## config.mk

```make
export PLATFORM = sky130hd
export DESIGN_NAME = fz_cog_defuzz
export DESIGN_NICKNAME = d
export VERILOG_FILES = /design/src/rtl/fz_cog_pkg.sv /design/src/rtl/fz_cog_ctrl.sv /design/src/rtl/fz_cog_addtree.sv /design/src/rtl/fz_cog_qtable.sv /design/src/rtl/fz_cog_defuzz.sv
export SDC_FILE = /design/constraint.sdc
export NUM_CORES = 1
export LEC_CHECK = 0
export ABC_CLOCK_PERIOD_IN_PS = 158900
export BUFFER_PORTS_ARGS = -buffer_cell sky130_fd_sc_hd__buf_2
export CORE_AREA = 2 2 242 173
export CTS_CLUSTER_SIZE = 20
export DETAILED_ROUTE_END_ITERATION = 12
export DIE_AREA = 0 0 244 175
export HOLD_SLACK_MARGIN = 0.08
export PLACE_DENSITY = 0.76
export SLEW_MARGIN = 15
export SYNTH_ARGS = -nofsm -noshare
export SYNTH_HDL_FRONTEND = slang
export SYNTH_SLANG_ARGS = --single-unit
```

## constraint.sdc

```tcl
create_clock -name clk -period 158.9 [get_ports clk]
set_input_delay 31.78 -clock clk [delete_from_list [all_inputs] [get_ports clk]]
set_output_delay 31.78 -clock clk [all_outputs]
set_load 0.03 [all_outputs]
```

## src/rtl/fz_cog_pkg.sv

```systemverilog
package fz_cog_pkg;

   // one-hot state bit positions; the order is the processing sequence
   localparam int unsigned S_IDLE = 0;
   localparam int unsigned S_LIN  = 1;
   localparam int unsigned S_LMIN = 2;
   localparam int unsigned S_LRED = 3;
   localparam int unsigned S_LDW  = 4;
   localparam int unsigned S_CAPW = 5;
   localparam int unsigned S_LDP  = 6;
   localparam int unsigned S_CAPP = 7;
   localparam int unsigned S_RDQ  = 8;
   localparam int unsigned S_OUT  = 9;
   localparam int unsigned NST    = 10;

   // value stored at one quotient table address
   function automatic int unsigned cog_quot(input int unsigned psum,
                                            input int unsigned wsum,
                                            input int unsigned scale,
                                            input int unsigned maxv);
      int unsigned q;
      if (wsum == 0) return 0;
      q = (2 * scale * psum + wsum) / (2 * wsum);
      if (q > maxv) q = maxv;
      return q;
   endfunction

endpackage

```

## src/rtl/fz_cog_ctrl.sv

```systemverilog
module fz_cog_ctrl
   import fz_cog_pkg::*;
#(
   parameter int unsigned D_IN  = 3,
   parameter int unsigned D_MIN = 3,
   parameter int unsigned D_RED = 4,
   parameter int unsigned D_ADD = 4,
   parameter int unsigned D_TBL = 2
) (
   input  logic           clk,
   input  logic           rst_n,
   input  logic           start_i,
   output logic [NST-1:0] state_o,
   output logic           en_in_o,
   output logic           en_min_o,
   output logic           en_red_o,
   output logic           ld_w_o,
   output logic           cap_w_o,
   output logic           ld_p_o,
   output logic           cap_p_o,
   output logic           rd_q_o,
   output logic           out_en_o
);

   localparam int unsigned DMAX_A = (D_IN > D_MIN) ? D_IN : D_MIN;
   localparam int unsigned DMAX_B = (D_RED > D_ADD) ? D_RED : D_ADD;
   localparam int unsigned DMAX_C = (DMAX_A > DMAX_B) ? DMAX_A : DMAX_B;
   localparam int unsigned DMAX   = (DMAX_C > D_TBL) ? DMAX_C : D_TBL;
   localparam int unsigned CNT_W  = (DMAX < 2) ? 1 : $clog2(DMAX);

   function automatic int unsigned dwell_of(input int unsigned idx);
      case (idx)
         S_LIN:  return D_IN;
         S_LMIN: return D_MIN;
         S_LRED: return D_RED;
         S_LDW:  return D_ADD;
         S_LDP:  return D_ADD;
         S_RDQ:  return D_TBL;
         default: return 1;
      endcase
   endfunction

   logic [NST-1:0]   st_q;
   logic [CNT_W-1:0] cnt_q;
   logic [CNT_W-1:0] last_cnt;
   logic             at_last;
   logic             first;

   always_comb begin
      last_cnt = '0;
      for (int i = 0; i < int'(NST); i++) begin
         if (st_q[i]) last_cnt = CNT_W'(dwell_of(i) - 1);
      end
   end

   assign at_last = (cnt_q == last_cnt);
   assign first   = (cnt_q == '0);

   always_ff @(posedge clk or negedge rst_n) begin
      if (!rst_n) begin
         st_q  <= NST'(1) << S_IDLE;
         cnt_q <= '0;
      end else if (st_q[S_IDLE]) begin
         cnt_q <= '0;
         if (start_i) st_q <= NST'(1) << S_LIN;
      end else if (at_last) begin
         cnt_q <= '0;
         st_q  <= {st_q[NST-2:0], st_q[NST-1]};
      end else begin
         cnt_q <= cnt_q + CNT_W'(1);
      end
   end

   assign state_o  = st_q;
   assign en_in_o  = st_q[S_LIN]  & first;
   assign en_min_o = st_q[S_LMIN] & first;
   assign en_red_o = st_q[S_LRED] & first;
   assign ld_w_o   = st_q[S_LDW]  & first;
   assign cap_w_o  = st_q[S_CAPW];
   assign ld_p_o   = st_q[S_LDP]  & first;
   assign cap_p_o  = st_q[S_CAPP];
   assign rd_q_o   = st_q[S_RDQ]  & first;
   assign out_en_o = st_q[S_OUT];

endmodule

```

## src/rtl/fz_cog_addtree.sv

```systemverilog
module fz_cog_addtree #(
   parameter int unsigned N     = 4,
   parameter int unsigned IN_W  = 8,
   parameter int unsigned OUT_W = IN_W + $clog2(N)
) (
   input  logic [N*IN_W-1:0] opr_i,
   output logic [OUT_W-1:0]  sum_o
);

   localparam int unsigned LV = $clog2(N);
   localparam int unsigned NP = 1 << LV;

   logic [OUT_W-1:0] node [1:2*NP-1];

   genvar g;
   generate
      for (g = 0; g < int'(NP); g++) begin : g_leaf
         if (g < int'(N)) begin : g_used
            assign node[NP+g] = OUT_W'(opr_i[g*IN_W +: IN_W]);
         end else begin : g_pad
            assign node[NP+g] = '0;
         end
      end
      for (g = 1; g < int'(NP); g++) begin : g_inner
         assign node[g] = node[2*g] + node[2*g+1];
      end
   endgenerate

   assign sum_o = node[1];

endmodule

```

## src/rtl/fz_cog_qtable.sv

```systemverilog
module fz_cog_qtable
   import fz_cog_pkg::*;
#(
   parameter int unsigned SUMW_W    = 5,
   parameter int unsigned SUMP_W    = 9,
   parameter int unsigned OUT_W     = 8,
   parameter int unsigned SCALE     = 16,
   parameter bit          TABLE_ROM = 1'b0
) (
   input  logic [SUMP_W+SUMW_W-1:0] addr_i,
   output logic [OUT_W-1:0]         data_o
);

   localparam int unsigned ADDR_W = SUMP_W + SUMW_W;
   localparam int unsigned DEPTH  = 1 << ADDR_W;
   localparam int unsigned OMAX   = (1 << OUT_W) - 1;

   generate
      if (TABLE_ROM) begin : g_rom
         logic [OUT_W-1:0] rom [DEPTH];
         initial begin
            for (int a = 0; a < int'(DEPTH); a++) begin
               rom[a] = OUT_W'(cog_quot(a >> SUMW_W,
                                        a & ((1 << SUMW_W) - 1),
                                        SCALE, OMAX));
            end
         end
         assign data_o = rom[addr_i];
      end else begin : g_calc
         assign data_o = OUT_W'(cog_quot(32'(addr_i[ADDR_W-1:SUMW_W]),
                                         32'(addr_i[SUMW_W-1:0]),
                                         SCALE, OMAX));
      end
   endgenerate

endmodule

```

## src/rtl/fz_cog_defuzz.sv

```systemverilog
module fz_cog_defuzz
   import fz_cog_pkg::*;
#(
   parameter int unsigned NRULE     = 4,
   parameter int unsigned WGT_W     = 4,
   parameter int unsigned PROD_W    = 8,
   parameter int unsigned SUMW_W    = 5,
   parameter int unsigned SUMP_W    = 9,
   parameter int unsigned OUT_W     = 8,
   parameter int unsigned SCALE     = 16,
   parameter int unsigned D_IN      = 3,
   parameter int unsigned D_MIN     = 3,
   parameter int unsigned D_RED     = 4,
   parameter int unsigned D_ADD     = 4,
   parameter int unsigned D_TBL     = 2,
   parameter bit          TABLE_ROM = 1'b0
) (
   input  logic                    clk,
   input  logic                    rst_n,
   input  logic                    start_i,
   input  logic [NRULE*WGT_W-1:0]  wgt_i,
   input  logic [NRULE*PROD_W-1:0] prod_i,
   output logic [OUT_W-1:0]        crisp_o,
   output logic                    done_o,
   output logic                    lat_in_o,
   output logic                    lat_min_o,
   output logic                    lat_red_o
);

   localparam int unsigned OPW    = (WGT_W > PROD_W) ? WGT_W : PROD_W;
   localparam int unsigned TREE_W = OPW + $clog2(NRULE);
   localparam int unsigned ADDR_W = SUMP_W + SUMW_W;
   localparam logic [SUMW_W-1:0] SUMW_MAX = '1;
   localparam logic [SUMP_W-1:0] SUMP_MAX = '1;

   initial begin
      assert (NRULE >= 2) else $fatal(1, "NRULE must be at least 2");
      assert (SUMW_W <= TREE_W && SUMP_W <= TREE_W)
         else $fatal(1, "sum registers wider than adder tree");
      assert (D_IN >= 1 && D_MIN >= 1 && D_RED >= 1 && D_ADD >= 1 && D_TBL >= 1)
         else $fatal(1, "dwell counts must be at least 1");
   end

   logic [NST-1:0] ctl_state;
   logic ld_w, cap_w, ld_p, cap_p, rd_q, out_en;

   fz_cog_ctrl #(
      .D_IN (D_IN), .D_MIN(D_MIN), .D_RED(D_RED),
      .D_ADD(D_ADD), .D_TBL(D_TBL)
   ) u_ctrl (
      .clk      (clk),
      .rst_n    (rst_n),
      .start_i  (start_i),
      .state_o  (ctl_state),
      .en_in_o  (lat_in_o),
      .en_min_o (lat_min_o),
      .en_red_o (lat_red_o),
      .ld_w_o   (ld_w),
      .cap_w_o  (cap_w),
      .ld_p_o   (ld_p),
      .cap_p_o  (cap_p),
      .rd_q_o   (rd_q),
      .out_en_o (out_en)
   );

   // shared operand register and product holding register
   logic [NRULE*OPW-1:0]    opr_q;
   logic [NRULE*PROD_W-1:0] phold_q;
   logic [NRULE*OPW-1:0]    wgt_ext;
   logic [NRULE*OPW-1:0]    prod_ext;

   genvar g;
   generate
      for (g = 0; g < int'(NRULE); g++) begin : g_ext
         assign wgt_ext[g*OPW +: OPW]  = OPW'(wgt_i[g*WGT_W +: WGT_W]);
         assign prod_ext[g*OPW +: OPW] = OPW'(phold_q[g*PROD_W +: PROD_W]);
      end
   endgenerate

   always_ff @(posedge clk or negedge rst_n) begin
      if (!rst_n) begin
         opr_q   <= '0;
         phold_q <= '0;
      end else if (ld_w) begin
         opr_q   <= wgt_ext;
         phold_q <= prod_i;
      end else if (ld_p) begin
         opr_q   <= prod_ext;
      end
   end

   logic [TREE_W-1:0] tree_sum;

   fz_cog_addtree #(
      .N(NRULE), .IN_W(OPW), .OUT_W(TREE_W)
   ) u_tree (
      .opr_i (opr_q),
      .sum_o (tree_sum)
   );

   // clamped sum capture
   logic [SUMW_W-1:0] sumw_q;
   logic [SUMP_W-1:0] sump_q;
   logic [SUMW_W-1:0] sumw_sat;
   logic [SUMP_W-1:0] sump_sat;

   assign sumw_sat = (32'(tree_sum) > 32'(SUMW_MAX)) ? SUMW_MAX : SUMW_W'(tree_sum);
   assign sump_sat = (32'(tree_sum) > 32'(SUMP_MAX)) ? SUMP_MAX : SUMP_W'(tree_sum);

   always_ff @(posedge clk or negedge rst_n) begin
      if (!rst_n) begin
         sumw_q <= '0;
         sump_q <= '0;
      end else begin
         if (cap_w) sumw_q <= sumw_sat;
         if (cap_p) sump_q <= sump_sat;
      end
   end

   // quotient lookup
   logic [ADDR_W-1:0] addr_q;
   logic [OUT_W-1:0]  tbl_data;

   always_ff @(posedge clk or negedge rst_n) begin
      if (!rst_n)    addr_q <= '0;
      else if (rd_q) addr_q <= {sump_q, sumw_q};
   end

   fz_cog_qtable #(
      .SUMW_W(SUMW_W), .SUMP_W(SUMP_W), .OUT_W(OUT_W),
      .SCALE(SCALE), .TABLE_ROM(TABLE_ROM)
   ) u_qtab (
      .addr_i (addr_q),
      .data_o (tbl_data)
   );

   logic [OUT_W-1:0] crisp_q;
   logic             done_q;

   always_ff @(posedge clk or negedge rst_n) begin
      if (!rst_n) begin
         crisp_q <= '0;
         done_q  <= 1'b0;
      end else begin
         done_q <= out_en;
         if (out_en) crisp_q <= tbl_data;
      end
   end

   assign crisp_o = crisp_q;
   assign done_o  = done_q;

endmodule

```

==> results of run 1 <==
registers in the layout, summed over array words and instances (netlist names), 2 cells and up:
name / count
opr_q: 32
phold_q: 32
addr_q: 14
u_ctrl.state_o: 10
sump_q: 9
crisp_o: 8
sumw_q: 5
u_ctrl.cnt_q: 2
worst max-delay path: cells and delay by family, from the launching register on:
kind                     cells  cell delay, ns
AO/OA/AOI/OAI              131           27.61
adder cells (fa/ha/maj)     28            8.53
buffers and inverters       10            1.38
flip-flops                   1            0.50
multiplexers                10            3.22
AND/OR/NAND/NOR            128           34.48
metal layers:
layer,up-vias,global-route usage,routed length (µm)
met1,10500,0.412,29600
met2,826,0.428,25700
li1,10600,-,-
met3,52,0.0369,4620
met5,-,0,0
met4,0,0.0465,524
worst paths after layout:
kind	to	depth (start not counted)	slack, ns	start
worst max-delay path	crisp_o[0]	307	82.88	addr_q[1]
worst min-delay path	phold_q[2]	2	0.47	phold_q[2]
worst max register to register	crisp_o[0]	307	82.88	addr_q[1]
worst min register to register	phold_q[2]	2	0.47	phold_q[2]
max in group asynchronous	addr_q[11]	2	126.26	rst_n
min in group asynchronous	phold_q[3]	1	31.36	rst_n
area by class of cell:
type                    count  share of cell area
multi-input cells        2570               0.788
flip-flops and latches    113               0.126
well taps                 544              0.0304
clock buffers              21              0.0206
repair buffers             75              0.0183
inverters                  61              0.0102
clock inverters            11             0.00581
cells by family after synthesis:
group / after synthesis / share of synthesized area
AND/OR/NAND/NOR: 1326 / 0.326
AO/OA/AOI/OAI: 793 / 0.276
adder cells (fa/ha/maj): 172 / 0.107
XOR/XNOR: 163 / 0.0691
buffers and inverters: 155 / 0.0368
flip-flops: 113 / 0.134
multiplexers: 98 / 0.0517
other: 1 / 0.000177
through the flow:
stage           util  cell area (µm²)
6_report       0.554            22400
3_5_place_dp   0.539            21800
3_3_place_gp   0.539            21800
5_1_grt        0.554            22400
2_1_floorplan      -            21200
4_1_cts        0.554            22400
layout by cell type, fill, tap and decap left out, types with 16 or more instances in the layout:
master,netlist,final
and2_1,55,54
nor4_1,41,41
o211ai_1,20,20
o21a_1,96,96
dfrtp_1,112,112
or2_2,25,25
o21ai_0,120,120
a211oi_1,22,22
nor2_1,280,280
nand4_1,43,43
o31ai_1,31,31
a21o_1,34,34
or3_1,34,34
fa_1,16,16
xnor2_1,112,112
nand2_1,357,356
a31oi_1,42,42
inv_1,59,59
nor3_1,150,150
o21ai_1,23,23
mux2i_1,37,37
nand2b_1,30,30
a21oi_1,145,145
or4_1,18,18
nand3_1,73,73
and3_1,32,32
mux2_2,47,47
buf_2,8,61
xor2_1,47,47
nor2b_1,34,34
ha_1,155,155
conb_1,1,18
o22a_1,21,21
clkbuf_16,0,17
==> flow_metrics.py, run 1 <==
metrics = {
    "drt": {
        "num_vias": 22000,
        "route.detailed.drc": 0,
        "drt-initial-drc-count": 1881,
        "firstDrtPassIters": 7,
        "avgViaCountPerCell": 6.48,
        "ant_nets": 0,
        "avgRoutedWirePerCell_um": 17.8,
        "wl_mm": 60.4,
    },
    "placement": {
        "detailed_place_hpwl_mm": 47.8,
        "dp_slack_ns": 84.58,
        "gp_congestion": 0.951,
        "port_buffers": 62,
        "place_inst": 3363,
    },
    "setup_path": {
        "worst-endpoint-required_ns": 159.16,
        "cp-start-kind": "flip-flop",
        "crit_slowest_cell": "nor3_2",
        "cp-end-kind": "flip-flop",
        "cp_common_cell": "o21a_1",
        "slowest_delay_ns": 0.80,
        "cp_max_fo": 33,
        "worstSetupPathType": "flip-flop to flip-flop",
        "crit_arrival_ns": 76.28,
    },
    "clocking": {
        "clockBufferDepth": 2,
        "cts_num_sinks": 113,
        "ctsResizeCount": 0,
        "cts_tree": "built",
        "post_cts_buffers": 0,
        "hold_buffers": 0,
        "cts-root-buf": "clkbuf_16",
        "clk_pin_slew_ns": 0.06,
        "htree_levels": 4,
        "cts_buffers": 17,
        "clk_latency_ns": 0.41,
    },
    "floorplan": {
        "initial_core_util": 0.524,
        "die_height_um": 175,
        "die_w_um": 244,
        "io_pins": 63,
        "rows": 62,
        "die_area_mm2": 0.0427,
        "fp.coreArea_mm2": 0.0404,
    },
    "logic_synthesis": {
        "synth_common_cells": "357 x nand2_1, 280 x nor2_1, 155 x ha_1, 150 x nor3_1, 145 x a21oi_1",
        "synth_ff_type": "dfrtp_1",
        "synth_top_area_cell": "dfrtp_1",
        "synthArstFlopShare": 1.00,
        "netlist_top_cells_area": "dfrtp_1 13%, ha_1 9.2%, nand2_1 6.3%",
        "synth_area_mm2": 0.0212,
        "synth_most_common_cell": "nand2_1",
        "syn_inst": 2821,
        "yosysWarnings": 0,
        "synth_edf_count": 0,
        "avgSynthCellArea_um2": 7.51,
        "synth_cell_types": 157,
        "synth_top_cell_area_share": 0.132,
        "ys_seq_area_frac": 0.134,
        "synth-seq-cells": 113,
    },
    "final_layout": {
        "stdcell_count": 3395,
        "final_layout_size_suffix_gt1_frac": 0.109,
        "register_area_mm2": 0.00283,
        "area_growth_pct": 5.66,
        "nFillCells": 3754,
        "multiInputGateArea_mm2": 0.0176,
        "finalNetCount": 3060,
        "antennaDiodeCount": 0,
    },
    "timing": {
        "hold_slack_ns": 0.474,
        "drv_slew": 0,
        "worst_pin_slew_ns": 1.10,
        "max_slew_margin": 0.265,
        "max_freq_mhz": 13.2,
        "setup_ws_ns": 82.88,
        "setup_viol": 0,
        "fin_crit_ns": 76.02,
        "finalCritPeriodShare": 0.478,
        "rsz0062_at_grt": "no",
        "setup-tns-final_ns": 0,
        "hold_viol": 0,
        "finClkSkew_ns": 0.0116,
    },
    "run": {
        "drv_cap": 0,
    },
    "global_route": {
        "grt_first_pass_wirelength_mm": 101,
        "grt_start_max_net_pins": 70,
        "gr-total-overflow": 0,
        "grt_util_all_layers": 0.276,
        "antenna_found_initial": 0,
        "grt_pass1_vias": 20500,
    },
    "hold_path": {
        "hold_class": "flip-flop to flip-flop",
    },
    "outcome": {
        "status": "finished clean",
    },
}
Power of run 1 is not shown: default switching activity piles up to over one toggle a cycle in this logic, so the estimate is an artifact.
==> inputs of run 2 (changes only) <==
--- a/config.mk
+++ b/config.mk
@@ -5,14 +5,15 @@
 export SDC_FILE = /design/constraint.sdc
 export NUM_CORES = 1
 export LEC_CHECK = 0
-export ABC_CLOCK_PERIOD_IN_PS = 158900
+export ABC_AREA = 1
+export ABC_CLOCK_PERIOD_IN_PS = 66100
 export BUFFER_PORTS_ARGS = -buffer_cell sky130_fd_sc_hd__buf_2
-export CORE_AREA = 2 2 242 173
+export CORE_AREA = 2 2 293 208
 export CTS_CLUSTER_SIZE = 20
 export DETAILED_ROUTE_END_ITERATION = 12
-export DIE_AREA = 0 0 244 175
+export DIE_AREA = 0 0 295 210
 export HOLD_SLACK_MARGIN = 0.08
-export PLACE_DENSITY = 0.76
+export PLACE_DENSITY = 0.79
 export SLEW_MARGIN = 15
 export SYNTH_ARGS = -nofsm -noshare
 export SYNTH_HDL_FRONTEND = slang
==> constraint.sdc (replaced) <==
create_clock -name clk -period 66.1 [get_ports clk]
set_input_delay 13.22 -clock clk [delete_from_list [all_inputs] [get_ports clk]]
set_output_delay 13.22 -clock clk [all_outputs]
set_load 0.03 [all_outputs]
==> run 2 against run 1 <==
Cell count is 68% higher. Setup slack got worse by 77 ns. Utilization decreased by 0.45 points. Final area grew 45%. Non-clock buffer count fell by 2. Sequential cell count stayed put. Count of clock-buffer cells in the layout down 3. Area after synthesis increased by 47%. Critical path depth grew 37. Synthesized cell count rose by 72%. Global-route usage grew 0.78 points. Via count increased by 45%. Largest cell class unchanged.
==> flow_metrics.py, run 2 <==
metrics = {
    "clocking": {
        "ctsResizeCount": 0,
        "cts_tree": "built",
        "cts-root-buf": "clkbuf_16",
        "clk_latency_ns": 0.43,
        "clockBufferDepth": 2,
        "clk_pin_slew_ns": 0.06,
        "cts_num_sinks": 113,
        "htree_levels": 4,
        "cts_buffers": 17,
    },
    "logic_synthesis": {
        "yosysWarnings": 0,
        "synth_area_mm2": 0.0312,
        "synth-seq-cells": 113,
        "synth_top_cell_area_share": 0.132,
        "syn_inst": 4864,
        "synth_most_common_cell": "nand2_1",
        "avgSynthCellArea_um2": 6.41,
        "synth_common_cells": "1,099 x nand2_1, 611 x inv_1, 443 x nor2_1, 432 x nand3_1, 227 x nand2_2",
        "synth_top_area_cell": "nand2_1",
        "ys_seq_area_frac": 0.0907,
        "synthArstFlopShare": 1.00,
        "synth_edf_count": 0,
        "synth_cell_types": 78,
        "netlist_top_cells_area": "nand2_1 13%, dfrtp_1 9.0%, inv_1 7.4%",
        "synth_ff_type": "dfrtp_1",
    },
    "placement": {
        "place_inst": 5685,
        "detailed_place_hpwl_mm": 73.6,
        "port_buffers": 62,
        "placed_cell_area_mm2": 0.0319,
        "gp_congestion": 0.984,
    },
    "setup_path": {
        "worst-endpoint-required_ns": 66.42,
        "cp_common_cell": "nand2_1",
        "cp-end-kind": "flip-flop",
        "worstSetupPathType": "flip-flop to flip-flop",
        "cp_max_fo": 35,
        "crit_slowest_cell": "a21oi_1",
        "cp-start-kind": "flip-flop",
        "slowest_delay_ns": 0.55,
        "crit_arrival_ns": 60.57,
    },
    "timing": {
        "max_freq_mhz": 16.6,
        "rsz0062_at_grt": "no",
        "finClkSkew_ns": 0.0109,
        "worst_pin_slew_ns": 1.02,
        "drv_slew": 0,
        "fin_crit_ns": 60.25,
        "finalCritPeriodShare": 0.911,
        "setup_viol": 0,
        "max_slew_margin": 0.321,
        "hold_viol": 0,
        "setup-tns-final_ns": 0,
    },
    "global_route": {
        "grt_util_all_layers": 0.284,
        "grt_first_pass_wirelength_mm": 146,
        "gr-total-overflow": 0,
        "grt_start_max_net_pins": 59,
        "antenna_found_initial": 1,
        "grt_pass1_vias": 28200,
    },
    "floorplan": {
        "initial_core_util": 0.527,
        "die_area_mm2": 0.0620,
        "fp.coreArea_mm2": 0.0592,
        "die_height_um": 210,
        "io_pins": 63,
        "rows": 75,
        "die_w_um": 295,
    },
    "final_layout": {
        "largestRegisters": "opr_q (32), phold_q (32), addr_q (14)",
        "multiInputGateArea_mm2": 0.0243,
        "final_layout_size_suffix_gt1_frac": 0.237,
        "register_area_mm2": 0.00283,
        "layout_commonest_cell": "nand2_1",
        "finalNetCount": 5119,
        "antennaDiodeCount": 0,
        "fin_area_mm2": 0.0325,
        "nFillCells": 5726,
        "final_cell_mix": "1,099 x nand2_1, 611 x inv_1, 443 x nor2_1",
        "area_growth_pct": 4.28,
        "stdcell_count": 5718,
    },
    "drt": {
        "route.detailed.drc": 0,
        "ant_nets": 0,
        "avgViaCountPerCell": 5.57,
        "drt-initial-drc-count": 3443,
        "avgRoutedWirePerCell_um": 15.6,
        "num_vias": 31800,
        "wl_mm": 89.2,
        "firstDrtPassIters": 6,
    },
    "run": {
        "drv_cap": 0,
    },
    "hold_path": {
        "hold_class": "flip-flop to flip-flop",
    },
    "outcome": {
        "status": "finished clean",
    },
}
-- run 2: cell types whose count changed in the layout (fill, tap and decap cells not counted), moves of 142 or more --
| cell | previous run | this run |
|---|---|---|
| nand2_1 | 356 | 1099 |
| inv_1 | 59 | 611 |
| nand3_1 | 73 | 432 |
| nand2_2 | 5 | 227 |
| nor2_1 | 280 | 443 |
| nand4_1 | 43 | 193 |
| nand3_2 | 3 | 145 |
-- run 2: routing by layer --
layer  up-vias  track usage  part of all wire  wire length [µm]
met3        81       0.0383             0.095              8450
met4         0       0.0345             0.010               899
li1      15900            -                 -                 -
met5         -            0                 0                 0
met1     14500        0.464              0.51             45400
met2      1382        0.395              0.39             34500
-- run 2: per-stage QoR --
step | setup slack (ns) | hold slack [ns] | utilization
floorplan | 15.25 | 0.395 | -
global placement | 9.21 | 0.421 | 0.539
detailed placement | 6.69 | 0.438 | 0.539
CTS | 6.41 | 0.446 | 0.549
global route | 0.0708 | 0.474 | 0.549
finish | 5.85 | 0.448 | 0.549
-- run 2: final timing paths --
path,from,to,slack (ns),depth (start not counted)
max in group asynchronous,rst_n,addr_q[4],52.04,2
worst min register to register,u_ctrl.cnt_q[0],u_ctrl.cnt_q[0],0.45,1
worst min-delay path,u_ctrl.cnt_q[0],u_ctrl.cnt_q[0],0.45,1
worst max-delay path,addr_q[0],crisp_o[0],5.85,344
worst max register to register,addr_q[0],crisp_o[0],5.85,344
min in group asynchronous,rst_n,phold_q[6],12.83,1
-- run 2: final cells by class --
class / instances / share of cell area
Multi-Input combinational cell: 3901 / 0.748
Inverter: 791 / 0.102
Sequential cell: 113 / 0.0870
Tap cell: 808 / 0.0311
Clock buffer: 18 / 0.0135
Timing Repair Buffer: 73 / 0.0122
Clock inverter: 14 / 0.00596
-- run 2: cells by family (layout without fill, tap and decap cells) --
family	after synthesis	in the layout	synth area share
xor gates and xnor gates	148	148	0.0420
and+or+nand+nor	3085	3086	0.569
DFF	113	113	0.0907
adders and majority gates	171	171	0.0724
other	1	18	0.000120
AOI/OAI and AO/OA	475	475	0.0925
muxes	3	3	0.00108
buffers and inverters	868	896	0.132
-- run 2: what timing repair did --
| item | 4_1_cts | 5_1_grt |
|---|---|---|
| setup endpoints to repair | 0 | 1 |
| hold buffers | 0 | 0 |
| buffers inserted | 0 | 0 |
-- run 2: worst max-delay path: cells and delay by family (launching register included) --
family          cells  cell delay, ns
fa+ha+maj          31            9.86
compound gates     81           16.27
simple gates      170           26.46
flops               1            0.37
buf+inv            62            7.02
Power of run 2 is left out for the same reason.
